==> src/rtl/lnk_bringup_pkg.sv <==
package lnk_bringup_pkg;

    localparam int unsigned NUM_ENG = 3;
    localparam int unsigned ENG_FIFO = 0;
    localparam int unsigned ENG_PDWN = 1;
    localparam int unsigned ENG_CHK  = 2;
    localparam int unsigned CTL_W    = 4;
    localparam int unsigned ERRC_W   = 3;

    localparam logic [ERRC_W-1:0] ERRC_NONE   = 3'd0;
    localparam logic [ERRC_W-1:0] ERRC_FIFO_L = 3'd1;
    localparam logic [ERRC_W-1:0] ERRC_FIFO_R = 3'd2;
    localparam logic [ERRC_W-1:0] ERRC_PDWN   = 3'd3;
    localparam logic [ERRC_W-1:0] ERRC_CHK_R  = 3'd4;
    localparam logic [ERRC_W-1:0] ERRC_CHK_L  = 3'd5;

    typedef enum logic [3:0] {
        S_IDLE, S_FIFO_L, S_FIFO_R, S_CDR_L, S_CDR_R, S_PDWN, S_SETTLE,
        S_CHK_R, S_CHK_L, S_MARK, S_CDR_F, S_TRAIN1, S_TRAIN2
    } seq_state_e;

    typedef enum logic [1:0] {
        PAT_IDLE, PAT_TS1, PAT_A
    } tx_pat_e;

    typedef struct packed {
        seq_state_e         st;
        logic               en_even;
        logic               en_odd;
        logic               recov;
        logic               no_train;
        tx_pat_e            loc_pat;
        tx_pat_e            rem_pat;
        logic [NUM_ENG-1:0] eng_start;
        logic               eng_remote;
        logic               tmr_start;
        logic               ctl_wr;
        logic [CTL_W-1:0]   ctl_data;
        logic [CTL_W-1:0]   ctl_mask;
        logic               mark;
        logic               done;
        logic               err;
        logic [ERRC_W-1:0]  err_code;
    } seq_regs_t;

endpackage

==> src/rtl/lnk_mode_decode.sv <==
module lnk_mode_decode (
    input  logic [1:0] mode_i,
    output logic       even_o,
    output logic       odd_o
);
    // 01 selects even only, 10 odd only; 00 and 11 enable both halves
    always_comb begin
        even_o = (mode_i != 2'b10);
        odd_o  = (mode_i != 2'b01);
    end
endmodule

==> src/rtl/lnk_pat_drive.sv <==
module lnk_pat_drive
    import lnk_bringup_pkg::*;
#(
    parameter int unsigned          WORD_W   = 64,
    parameter logic [WORD_W-1:0]    A_WORD   = 64'h4444444444400000,
    parameter logic [WORD_W-1:0]    TS1_WORD = 64'h1111111111100000
) (
    input  tx_pat_e             pat_i,
    input  logic [1:0]          half_en_i,
    output logic [2*WORD_W-1:0] words_o
);
    localparam int unsigned HALVES = 2;

    logic [WORD_W-1:0] sel_word;

    always_comb begin
        unique case (pat_i)
            PAT_TS1: sel_word = TS1_WORD;
            PAT_A:   sel_word = A_WORD;
            default: sel_word = '0;
        endcase
    end

    for (genvar h = 0; h < HALVES; h++) begin : g_half
        assign words_o[h*WORD_W +: WORD_W] = half_en_i[h] ? sel_word : '0;
    end
endmodule

==> src/rtl/lnk_seq_fsm.sv <==
module lnk_seq_fsm
    import lnk_bringup_pkg::*;
(
    input  logic               clk_i,
    input  logic               rst_ni,
    input  logic               start_i,
    input  logic               en_even_i,
    input  logic               en_odd_i,
    input  logic               link_active_i,
    input  logic               recovery_i,
    input  logic               checked_i,
    input  logic               train_skip_i,
    input  logic               tmr_done_i,
    input  logic [NUM_ENG-1:0] eng_done_i,
    input  logic [NUM_ENG-1:0] eng_err_i,
    output seq_regs_t          regs_o
);
    seq_regs_t q, d;

    // Load the outputs that belong to a step on entry into it
    function automatic seq_regs_t enter(input seq_regs_t s, input seq_state_e nx);
        seq_regs_t r;
        r         = s;
        r.st      = nx;
        r.loc_pat = PAT_IDLE;
        r.rem_pat = PAT_IDLE;
        unique case (nx)
            S_FIFO_L: begin r.eng_start[ENG_FIFO] = 1'b1; r.eng_remote = 1'b0; end
            S_FIFO_R: begin r.eng_start[ENG_FIFO] = 1'b1; r.eng_remote = 1'b1; end
            S_CDR_L:  begin r.loc_pat = PAT_TS1; r.tmr_start = 1'b1; end
            S_CDR_R:  begin r.rem_pat = PAT_TS1; r.tmr_start = 1'b1; end
            S_PDWN: begin
                r.loc_pat = PAT_A; r.rem_pat = PAT_A;
                r.eng_start[ENG_PDWN] = 1'b1; r.eng_remote = 1'b0;
            end
            S_SETTLE: begin r.loc_pat = PAT_A; r.rem_pat = PAT_A; r.tmr_start = 1'b1; end
            S_CHK_R: begin
                r.loc_pat = PAT_A; r.rem_pat = PAT_A;
                r.eng_start[ENG_CHK] = 1'b1; r.eng_remote = 1'b1;
            end
            S_CHK_L: begin
                r.loc_pat = PAT_A; r.rem_pat = PAT_A;
                r.eng_start[ENG_CHK] = 1'b1; r.eng_remote = 1'b0;
            end
            S_MARK:   r.mark = 1'b1;
            S_CDR_F:  begin r.loc_pat = PAT_TS1; r.tmr_start = 1'b1; end
            S_TRAIN1: begin
                r.ctl_wr   = 1'b1;
                r.ctl_data = {2'b00, s.en_odd, s.en_even};
                r.ctl_mask = {2'b00, s.en_odd, s.en_even};
            end
            S_TRAIN2: begin
                r.ctl_wr   = 1'b1;
                r.ctl_data = {s.en_odd, s.en_even, s.en_odd, s.en_even};
                r.ctl_mask = {s.en_odd, s.en_even, 2'b00};
            end
            default: ;
        endcase
        return r;
    endfunction

    function automatic seq_regs_t finish(input seq_regs_t s);
        seq_regs_t r;
        r      = enter(s, S_IDLE);
        r.done = 1'b1;
        return r;
    endfunction

    function automatic seq_regs_t abort(input seq_regs_t s, input logic [ERRC_W-1:0] code);
        seq_regs_t r;
        r          = enter(s, S_IDLE);
        r.err      = 1'b1;
        r.err_code = code;
        return r;
    endfunction

    // Wait on one engine: error wins over done in the same cycle
    function automatic seq_regs_t eng_wait(input seq_regs_t s, input int unsigned idx,
                                           input logic [ERRC_W-1:0] code,
                                           input seq_state_e nx,
                                           input logic [NUM_ENG-1:0] dn,
                                           input logic [NUM_ENG-1:0] er);
        seq_regs_t r;
        r = s;
        if (er[idx])      r = abort(s, code);
        else if (dn[idx]) r = enter(s, nx);
        return r;
    endfunction

    always_comb begin
        d           = q;
        d.eng_start = '0;
        d.tmr_start = 1'b0;
        d.ctl_wr    = 1'b0;
        d.mark      = 1'b0;
        d.done      = 1'b0;
        d.err       = 1'b0;
        unique case (q.st)
            S_IDLE: begin
                if (start_i) begin
                    d.en_even  = en_even_i;
                    d.en_odd   = en_odd_i;
                    d.recov    = recovery_i;
                    d.no_train = train_skip_i;
                    d.err_code = ERRC_NONE;
                    if (!link_active_i) d.done = 1'b1;
                    else if (checked_i) d = enter(d, S_CDR_F);
                    else                d = enter(d, S_FIFO_L);
                end
            end
            S_FIFO_L: d = eng_wait(d, ENG_FIFO, ERRC_FIFO_L, S_FIFO_R, eng_done_i, eng_err_i);
            S_FIFO_R: d = eng_wait(d, ENG_FIFO, ERRC_FIFO_R, S_CDR_L, eng_done_i, eng_err_i);
            S_CDR_L:  if (tmr_done_i) d = enter(d, S_CDR_R);
            S_CDR_R:  if (tmr_done_i) d = enter(d, S_PDWN);
            S_PDWN:   d = eng_wait(d, ENG_PDWN, ERRC_PDWN, S_SETTLE, eng_done_i, eng_err_i);
            S_SETTLE: if (tmr_done_i) d = enter(d, S_CHK_R);
            S_CHK_R:  d = eng_wait(d, ENG_CHK, ERRC_CHK_R, S_CHK_L, eng_done_i, eng_err_i);
            S_CHK_L:  d = eng_wait(d, ENG_CHK, ERRC_CHK_L, S_MARK, eng_done_i, eng_err_i);
            S_MARK:   d = enter(d, S_CDR_F);
            S_CDR_F: begin
                if (tmr_done_i) d = q.no_train ? finish(d) : enter(d, S_TRAIN1);
            end
            S_TRAIN1: d = q.recov ? enter(d, S_TRAIN2) : finish(d);
            S_TRAIN2: d = finish(d);
            default:  d = enter(d, S_IDLE);
        endcase
    end

    always_ff @(posedge clk_i or negedge rst_ni) begin
        if (!rst_ni) begin
            q          <= '0;
            q.st       <= S_IDLE;
            q.loc_pat  <= PAT_IDLE;
            q.rem_pat  <= PAT_IDLE;
        end else begin
            q <= d;
        end
    end

    assign regs_o = q;

    // completion and abort never coincide
    a_r12_done_err_excl: assert property (@(posedge clk_i) disable iff (!rst_ni)
        !(q.done && q.err));
    // done lasts one cycle
    a_r12_done_pulse: assert property (@(posedge clk_i) disable iff (!rst_ni)
        q.done |=> !q.done);
    // at most one engine is started at a time
    a_r4_one_engine: assert property (@(posedge clk_i) disable iff (!rst_ni)
        $onehot0(q.eng_start));
    // an engine strobe only accompanies a step change
    a_r4_start_on_step: assert property (@(posedge clk_i) disable iff (!rst_ni)
        (|q.eng_start) |-> (q.st != $past(q.st)));
    // the startup write never touches phy-training bits
    a_r8_startup_mask: assert property (@(posedge clk_i) disable iff (!rst_ni)
        (q.ctl_wr && (|q.ctl_mask[3:2])) |-> (q.ctl_mask[1:0] == 2'b00));
    // a start pulse while busy keeps the step unchanged unless a handshake arrives
    a_r1_busy_ignore: assert property (@(posedge clk_i) disable iff (!rst_ni)
        (q.st == S_CDR_L && start_i && !tmr_done_i) |=> (q.st == S_CDR_L));
endmodule

==> src/rtl/lnk_bringup_seq.sv <==
module lnk_bringup_seq
    import lnk_bringup_pkg::*;
#(
    parameter int unsigned       WORD_W   = 64,
    parameter logic [WORD_W-1:0] A_WORD   = 64'h4444444444400000,
    parameter logic [WORD_W-1:0] TS1_WORD = 64'h1111111111100000
) (
    input  logic              clk_i,
    input  logic              rst_ni,
    input  logic              start_i,
    input  logic [1:0]        link_mode_i,
    input  logic              link_active_i,
    input  logic              recovery_i,
    input  logic              checked_i,
    input  logic              train_skip_i,
    input  logic              tmr_done_i,
    output logic              tmr_start_o,
    input  logic [2:0]        eng_done_i,
    input  logic [2:0]        eng_err_i,
    output logic [2:0]        eng_start_o,
    output logic              eng_remote_o,
    output logic [WORD_W-1:0] loc_even_o,
    output logic [WORD_W-1:0] loc_odd_o,
    output logic [WORD_W-1:0] rem_even_o,
    output logic [WORD_W-1:0] rem_odd_o,
    output logic              ctl_wr_o,
    output logic [3:0]        ctl_data_o,
    output logic [3:0]        ctl_mask_o,
    output logic              checked_set_o,
    output logic              done_o,
    output logic              err_o,
    output logic [2:0]        err_code_o
);
    logic              mode_even, mode_odd;
    seq_regs_t         regs;
    logic [2*WORD_W-1:0] loc_words, rem_words;

    lnk_mode_decode i_mode (
        .mode_i (link_mode_i),
        .even_o (mode_even),
        .odd_o  (mode_odd)
    );

    lnk_seq_fsm i_fsm (
        .clk_i         (clk_i),
        .rst_ni        (rst_ni),
        .start_i       (start_i),
        .en_even_i     (mode_even),
        .en_odd_i      (mode_odd),
        .link_active_i (link_active_i),
        .recovery_i    (recovery_i),
        .checked_i     (checked_i),
        .train_skip_i  (train_skip_i),
        .tmr_done_i    (tmr_done_i),
        .eng_done_i    (eng_done_i),
        .eng_err_i     (eng_err_i),
        .regs_o        (regs)
    );

    lnk_pat_drive #(.WORD_W(WORD_W), .A_WORD(A_WORD), .TS1_WORD(TS1_WORD)) i_loc_pat (
        .pat_i     (regs.loc_pat),
        .half_en_i ({regs.en_odd, regs.en_even}),
        .words_o   (loc_words)
    );

    lnk_pat_drive #(.WORD_W(WORD_W), .A_WORD(A_WORD), .TS1_WORD(TS1_WORD)) i_rem_pat (
        .pat_i     (regs.rem_pat),
        .half_en_i ({regs.en_odd, regs.en_even}),
        .words_o   (rem_words)
    );

    assign loc_even_o    = loc_words[WORD_W-1:0];
    assign loc_odd_o     = loc_words[2*WORD_W-1:WORD_W];
    assign rem_even_o    = rem_words[WORD_W-1:0];
    assign rem_odd_o     = rem_words[2*WORD_W-1:WORD_W];
    assign tmr_start_o   = regs.tmr_start;
    assign eng_start_o   = regs.eng_start;
    assign eng_remote_o  = regs.eng_remote;
    assign ctl_wr_o      = regs.ctl_wr;
    assign ctl_data_o    = regs.ctl_data;
    assign ctl_mask_o    = regs.ctl_mask;
    assign checked_set_o = regs.mark;
    assign done_o        = regs.done;
    assign err_o         = regs.err;
    assign err_code_o    = regs.err_code;

    // an abort leaves every transmit word idle
    a_r11_abort_idle: assert property (@(posedge clk_i) disable iff (!rst_ni)
        err_o |-> ((loc_words == '0) && (rem_words == '0)));
    // every delay request runs with some pattern on the line
    a_r6_delay_pattern: assert property (@(posedge clk_i) disable iff (!rst_ni)
        tmr_start_o |-> ((loc_words | rem_words) != '0));
    // completion never coincides with an engine strobe
    a_r10_done_quiet: assert property (@(posedge clk_i) disable iff (!rst_ni)
        done_o |-> (eng_start_o == '0 && !tmr_start_o && !ctl_wr_o));
endmodule

==> config.mk <==
export PLATFORM = sky130hd
export DESIGN_NAME = lnk_bringup_seq
export DESIGN_NICKNAME = d
export VERILOG_FILES = /design/src/rtl/lnk_bringup_pkg.sv /design/src/rtl/lnk_mode_decode.sv /design/src/rtl/lnk_pat_drive.sv /design/src/rtl/lnk_seq_fsm.sv /design/src/rtl/lnk_bringup_seq.sv
export SDC_FILE = /design/constraint.sdc
export NUM_CORES = 1
export LEC_CHECK = 0
export BUFFER_PORTS_ARGS = -buffer_cell sky130_fd_sc_hd__buf_2
export CAP_MARGIN = 20
export CORE_ASPECT_RATIO = 1.25
export CORE_MARGIN = 2
export CORE_UTILIZATION = 30
export DETAILED_ROUTE_END_ITERATION = 10
export RECOVER_POWER = 100
export SETUP_SLACK_MARGIN = 0.05
export SLEW_MARGIN = 20
export SYNTH_ARGS = -nofsm -noshare
export SYNTH_HDL_FRONTEND = slang
export SYNTH_SLANG_ARGS = --single-unit
==> constraint.sdc <==
create_clock -name clk_i -period 2.1 [get_ports clk_i]
set_input_delay 0.105 -clock clk_i [delete_from_list [all_inputs] [get_ports clk_i]]
set_output_delay 0.105 -clock clk_i [all_outputs]
set_load 0.03 [all_outputs]
* Word-level counts from Yosys, hierarchy flattened
Index checks and enable logic that the tools add are counted.
** Storage, ports and cells
- Register bits :: 32
- Word-level logic and storage cells :: 112
- Output and inout bits :: 276
** Cells by class
- Muxes and demuxes :: 28
- Bitwise operators :: 13
- Reductions and logical operators :: 13
- Eq/ne operators :: 41
** Operators with widths (count)
- two-way mux 32 bit :: 18
- case mux 32 bit (13 select lines) :: 1
- two-way mux 63 bit :: 4
- case mux 63 bit (2 select lines) :: 2
- AND reduction 14 bit :: 3
- inequality test 2 bit, second input constant :: 18
- two-way mux 27 bit :: 1
- equality test 4 bit, second input constant :: 5
- AND reduction 18 bit :: 1
- equality test 4 x 3 -> 1 bit, second input constant :: 4
- inequality test 3 bit, second input constant :: 5
- AND reduction 15 bit :: 1
- NOT 1 bit :: 13
- AND reduction 13 bit :: 1
- AND reduction 11 bit :: 1
- equality test 4 x 2 -> 1 bit, second input constant :: 2
- nonzero test 2 bit :: 3
- nonzero test 6 bit :: 1
- nonzero test 5 bit :: 1
- equality test 2 x 1 -> 1 bit, second input constant :: 2
- equality test 2 bit, second input constant :: 2
- equality test 4 x 1 -> 1 bit, second input constant :: 1
- zero test 4 bit :: 1
- two-way mux 4 bit :: 1
- 2 further kinds :: 3

* Depth between registers and ports, before layout
- Depth in word-level cells :: 5
- Gate-level depth with buffers :: 7

* Hierarchy
A second synthesis with hierarchy kept.
** Unflattened totals
- Cells, all modules :: 419
- Area, all modules :: 3490.8 um^2
** By module, submodules not included
- lnk_pat_drive :: area an instance 969.7 um^2, times used 2, cells each 129, sequential area each 0.0 um^2
- lnk_seq_fsm :: area an instance 1539.0 um^2, times used 1, cells each 159, sequential area each 725.7 um^2
- lnk_mode_decode :: area an instance 12.5 um^2, times used 1, cells each 2, sequential area each 0.0 um^2

* Worst setup path after synthesis
No wires, ideal clock.
- Kind :: register -> register
- Start :: reg i_fsm.q, in the netlist i_fsm.regs_o[28]
- End :: reg i_fsm.q, in the netlist i_fsm.regs_o[21]
- Stages on the path, launching flop included :: 7
- Library setup time :: 129 ps
- Slack :: 265 ps
- Data required time :: 1971 ps
- Arrival :: 1706 ps
- Cell sequence :: dfrtp_1 buf_4 xor2_1 a22o_1 a211o_1 o21bai_4 a2111o_1
** On the way
- Cells in the longest elaborated chain, start to end :: 3
- Elaborated cells on any way between the ends :: 26
** RTL lines
- start, declared :: RTL line lnk_seq_fsm.sv:18 : seq_regs_t q, d;
- equality test 4 bit, or another cell as far along :: RTL line lnk_seq_fsm.sv:98 : unique case (q.st)
- inequality test 3 bit (no line) or inequality test 2 bit (tied branches)
- AND reduction 11 bit (no line)
Several ways; a longest one is shown, not always the timed one.
A chain may end at the register's enable or synchronous reset.

* Worst setup path in the final report
- Start :: reg i_fsm.q, in the netlist i_fsm.regs_o[28]
- End :: reg i_fsm.q, in the netlist i_fsm.regs_o[22]
The elaborated chain is that of the path after synthesis.

==> reports/qor.json <==
{
  "required": {"value": 2.31, "unit": "ns"},
  "io_pins": {"value": 292},
  "hold_class": {"value": "in -> reg"},
  "syn_avg_cell_area": {"value": 8.10, "unit": "um^2"},
  "synth-edff-count": {"value": 0},
  "final.min_clock_period": {"value": 1.97, "unit": "ns"},
  "finalSetupViolCount": {"value": 0},
  "worst_pin_slew": {"value": 0.748, "unit": "ns"},
  "core.rowCount": {"value": 44},
  "maxCapViolations": {"value": 0},
  "post_layout_nonfiller_instances": {"value": 658},
  "yosysWarningCount": {"value": 0},
  "antenna_violations_before_repair": {"value": 3},
  "worst_clock_skew": {"value": 0.00522, "unit": "ns"},
  "cts-htree-levels": {"value": 2},
  "synth_cells": {"value": 449},
  "status": {"value": "finished clean"},
  "most_used_flip_flop_cell_after_synthesis": {"value": "dfrtp_1"},
  "synthMostInstantiatedCell": {"value": "buf_4"},
  "crit_path_cell_trace": {"value": "or4b_2 > o21ai_0 > a211o_1 > o21bai_4 > a211o_1"},
  "final_max_slew_viol_count": {"value": 0},
  "first_iter_violations": {"value": 96},
  "ir_drop": {"value": 430, "unit": "uV"},
  "dpl.cell_count": {"value": 648},
  "dr_total_vias": {"value": 2435},
  "cp_num_buf_inv": {"value": 0},
  "drc_violation_count_after_routing": {"value": 0},
  "achievable-frequency": {"value": 507, "unit": "MHz"},
  "cpPeakStageDelay": {"value": 0.73, "unit": "ns"},
  "grt_first_pass_wirelength": {"value": 9980, "unit": "um"},
  "die_width": {"value": 102, "unit": "um"},
  "yosys.area.top_type": {"value": "buf_4"},
  "placeableCoreArea": {"value": 11700, "unit": "um^2"},
  "dieHeight": {"value": 127, "unit": "um"},
  "critical-path-top-delay-family": {"value": "simple AND/OR/NAND/NOR gates"},
  "cpMostUsedCell": {"value": "a211o_1"},
  "synth_top_cells_by_area": {"value": "buf_4 54%, dfrtp_1 20%, nand2_1 2.9%"},
  "synthArstFlopShare": {"value": 1.00},
  "global_route.usage.total": {"value": 0.0996},
  "buffers_on_ports": {"value": 123},
  "holdCritStartpoint": {"value": "train_skip_i"},
  "cell_pwr_density": {"value": 1450, "unit": "nW/um^2"},
  "hpwl": {"value": 6140, "unit": "um"},
  "power.static_leakage": {"value": 1.70, "unit": "nW"},
  "worst_skew_pair.late_latency": {"value": 0.28, "unit": "ns"},
  "finalHoldViolations": {"value": 0},
  "area_growth_syn_to_layout": {"value": -10.6, "unit": "%"},
  "cts_inserted_buffers": {"value": 5},
  "grt_start_max_net_pins": {"value": 30},
  "drt_pre_antenna_iters": {"value": 4},
  "cp-end-kind": {"value": "flop"},
  "fin_tns_setup": {"value": 0, "unit": "ns"},
  "critPathMaxFanout": {"value": 17},
  "detail_route_antenna_nets": {"value": 0},
  "clkTransAtPathRegs": {"value": 0.05, "unit": "ns"},
  "detail_route.wl_per_cell": {"value": 11.4, "unit": "um"},
  "detailed_place.area": {"value": 3220, "unit": "um^2"},
  "min_period_over_period": {"value": 0.939},
  "layout-drive-gt1-share": {"value": 0.107},
  "unrepaired_setup_endpoints_after_global_routing": {"value": "no"},
  "routed_wirelength": {"value": 7500, "unit": "um"},
  "dp_slack": {"value": 0.0893, "unit": "ns"},
  "synth_commonest_cells": {"value": "264 x buf_4, 29 x dfrtp_1, 28 x nand2_1, 20 x o21ai_0, 12 x nor2_1"},
  "final_design_area_no_fill": {"value": 3250, "unit": "um^2"},
  "cp_data_arrival_time": {"value": 2.18, "unit": "ns"},
  "worst_slack": {"value": 0.129, "unit": "ns"},
  "max_slew_margin": {"value": 0.501},
  "timing.critical_path.from_type": {"value": "flop"},
  "ctsRootBufferMaster": {"value": "clkbuf_16"},
  "grt_pass1_vias": {"value": 1821},
  "worst_path_max_delay_cell": {"value": "or4b_2"},
  "clock_sinks": {"value": 29},
  "number_of_flip_flops_in_the_largest_register": {"value": 29},
  "critPathLaunch": {"value": "i_fsm.regs_o[28]"},
  "cts_tree": {"value": "yes"},
  "globalRoute.totalOverflow": {"value": 0},
  "die_area": {"value": 13000, "unit": "um^2"},
  "gp_congestion": {"value": 0.831},
  "mappedNetlistArea": {"value": 3640, "unit": "um^2"},
  "yosysTopAreaCellShare": {"value": 0.545},
  "seq_area_frac_synth": {"value": 0.200},
  "synthDistinctLibCells": {"value": 53},
  "timing.setup.critical_path_class": {"value": "reg -> reg"},
  "reg2reg_setup_slack": {"value": 0.13, "unit": "ns"},
  "synth-seq-cells": {"value": 29},
  "floorplan.initialDensity": {"value": 0.310},
  "final_nets": {"value": 511},
  "ratio_of_routed_vias_to_standard_cells": {"value": 3.70},
  "r2r-start": {"value": "i_fsm.regs_o[28]"},
  "p_total": {"value": 0.00472, "unit": "W"},
  "clock_path_buffers": {"value": 2}
}
[cell type report]
type	instances	area, um^2
diodes	1	2.50
clock buffers	7	153
clock inverters	1	5.00
fillers	1322	8480
inverters	3	11.3
multi-input cells	311	1510
flip-flops and latches	29	728
well taps	161	201
repair buffers	145	643
[metal layers]
| layer | part of all wire | track usage | vias to the layer above |
|---|---|---|---|
| li1 | - | - | 1124 |
| met1 | 0.35 | 0.113 | 1098 |
| met2 | 0.51 | 0.178 | 197 |
| met3 | 0.12 | 0.0224 | 12 |
| met4 | 0.016 | 0.0408 | 4 |
| met5 | 0.0048 | 0 | - |
[what timing repair did]
item | 4_1_cts | 5_1_grt
endpoints found under the hold margin | 29 | 0
endpoints found under the setup margin | 0 | 8
resized for setup | 0 | 2
setup buffers | 0 | 0
hold buffers | 1 | 0
[cells by family (layout without fill, tap and decap cells)]
| family | count (synthesis) | in the layout | share of synthesized area |
|---|---|---|---|
| flip-flops | 29 | 29 | 0.200 |
| multiplexers | 4 | 4 | 0.0117 |
| other | 1 | 169 | 0.00103 |
| XOR/XNOR | 2 | 2 | 0.00482 |
| buffers and inverters | 276 | 156 | 0.559 |
| AO/OA/AOI/OAI | 49 | 49 | 0.0950 |
| AND/OR/NAND/NOR | 88 | 88 | 0.129 |
[worst register-to-register path: cells and delay by family (launching register included)]
kind               cells  cell delay, ns
and+or+nand+nor        1            0.74
AOI/OAI and AO/OA      4            0.66
DFF                    1            0.51
[cell usage in the layout (no fill, tap or decap), types with 2 or more instances in the layout]
cell type    n
mux2_2       2
o21ai_0     21
a21oi_1      3
buf_2       14
dfrtp_1     27
nand2b_1     4
clkbuf_1   106
nand2_1     28
and2_0       2
clkbuf_2     6
dfrtp_2      2
nor3_1       7
a2111o_1     2
clkbuf_8     2
nand3_1      5
mux2i_1      2
nor2b_1     11
conb_1     168
inv_1        3
clkbuf_16    5
o21bai_1     2
and3b_1      5
a211o_1      3
a32o_1       2
nor2_1      12
nor4_1       2
nand4b_1     2
buf_4       18
[where the power goes]
group	total, W	switching (W)	internal (W)
Clock	0.000737	0.000237	0.000500
Sequential	0.000998	0.000240	0.000758
Combinational	0.00298	0.00227	0.000706
[through the flow]
stage | hold WS (ns) | util
6_report | 0.0589 | 0.277
5_1_grt | 0.0616 | 0.277
4_1_cts | 0.0567 | 0.289
3_5_place_dp | 0.179 | 0.274
3_3_place_gp | 0.171 | 0.274
2_1_floorplan | -0.191 | -
[path summary, 6_finish.rpt]
path | endpoint | cells after the start
min in group asynchronous | i_fsm.regs_o[14] | 2
setup / recovery | i_fsm.regs_o[22] | 5
max in group asynchronous | i_fsm.regs_o[28] | 2
setup reg to reg | i_fsm.regs_o[22] | 5
hold / removal | i_fsm.regs_o[24] | 2
hold reg to reg | i_fsm.regs_o[10] | 2
No activity file was read; power rests on OpenSTA's default activity.
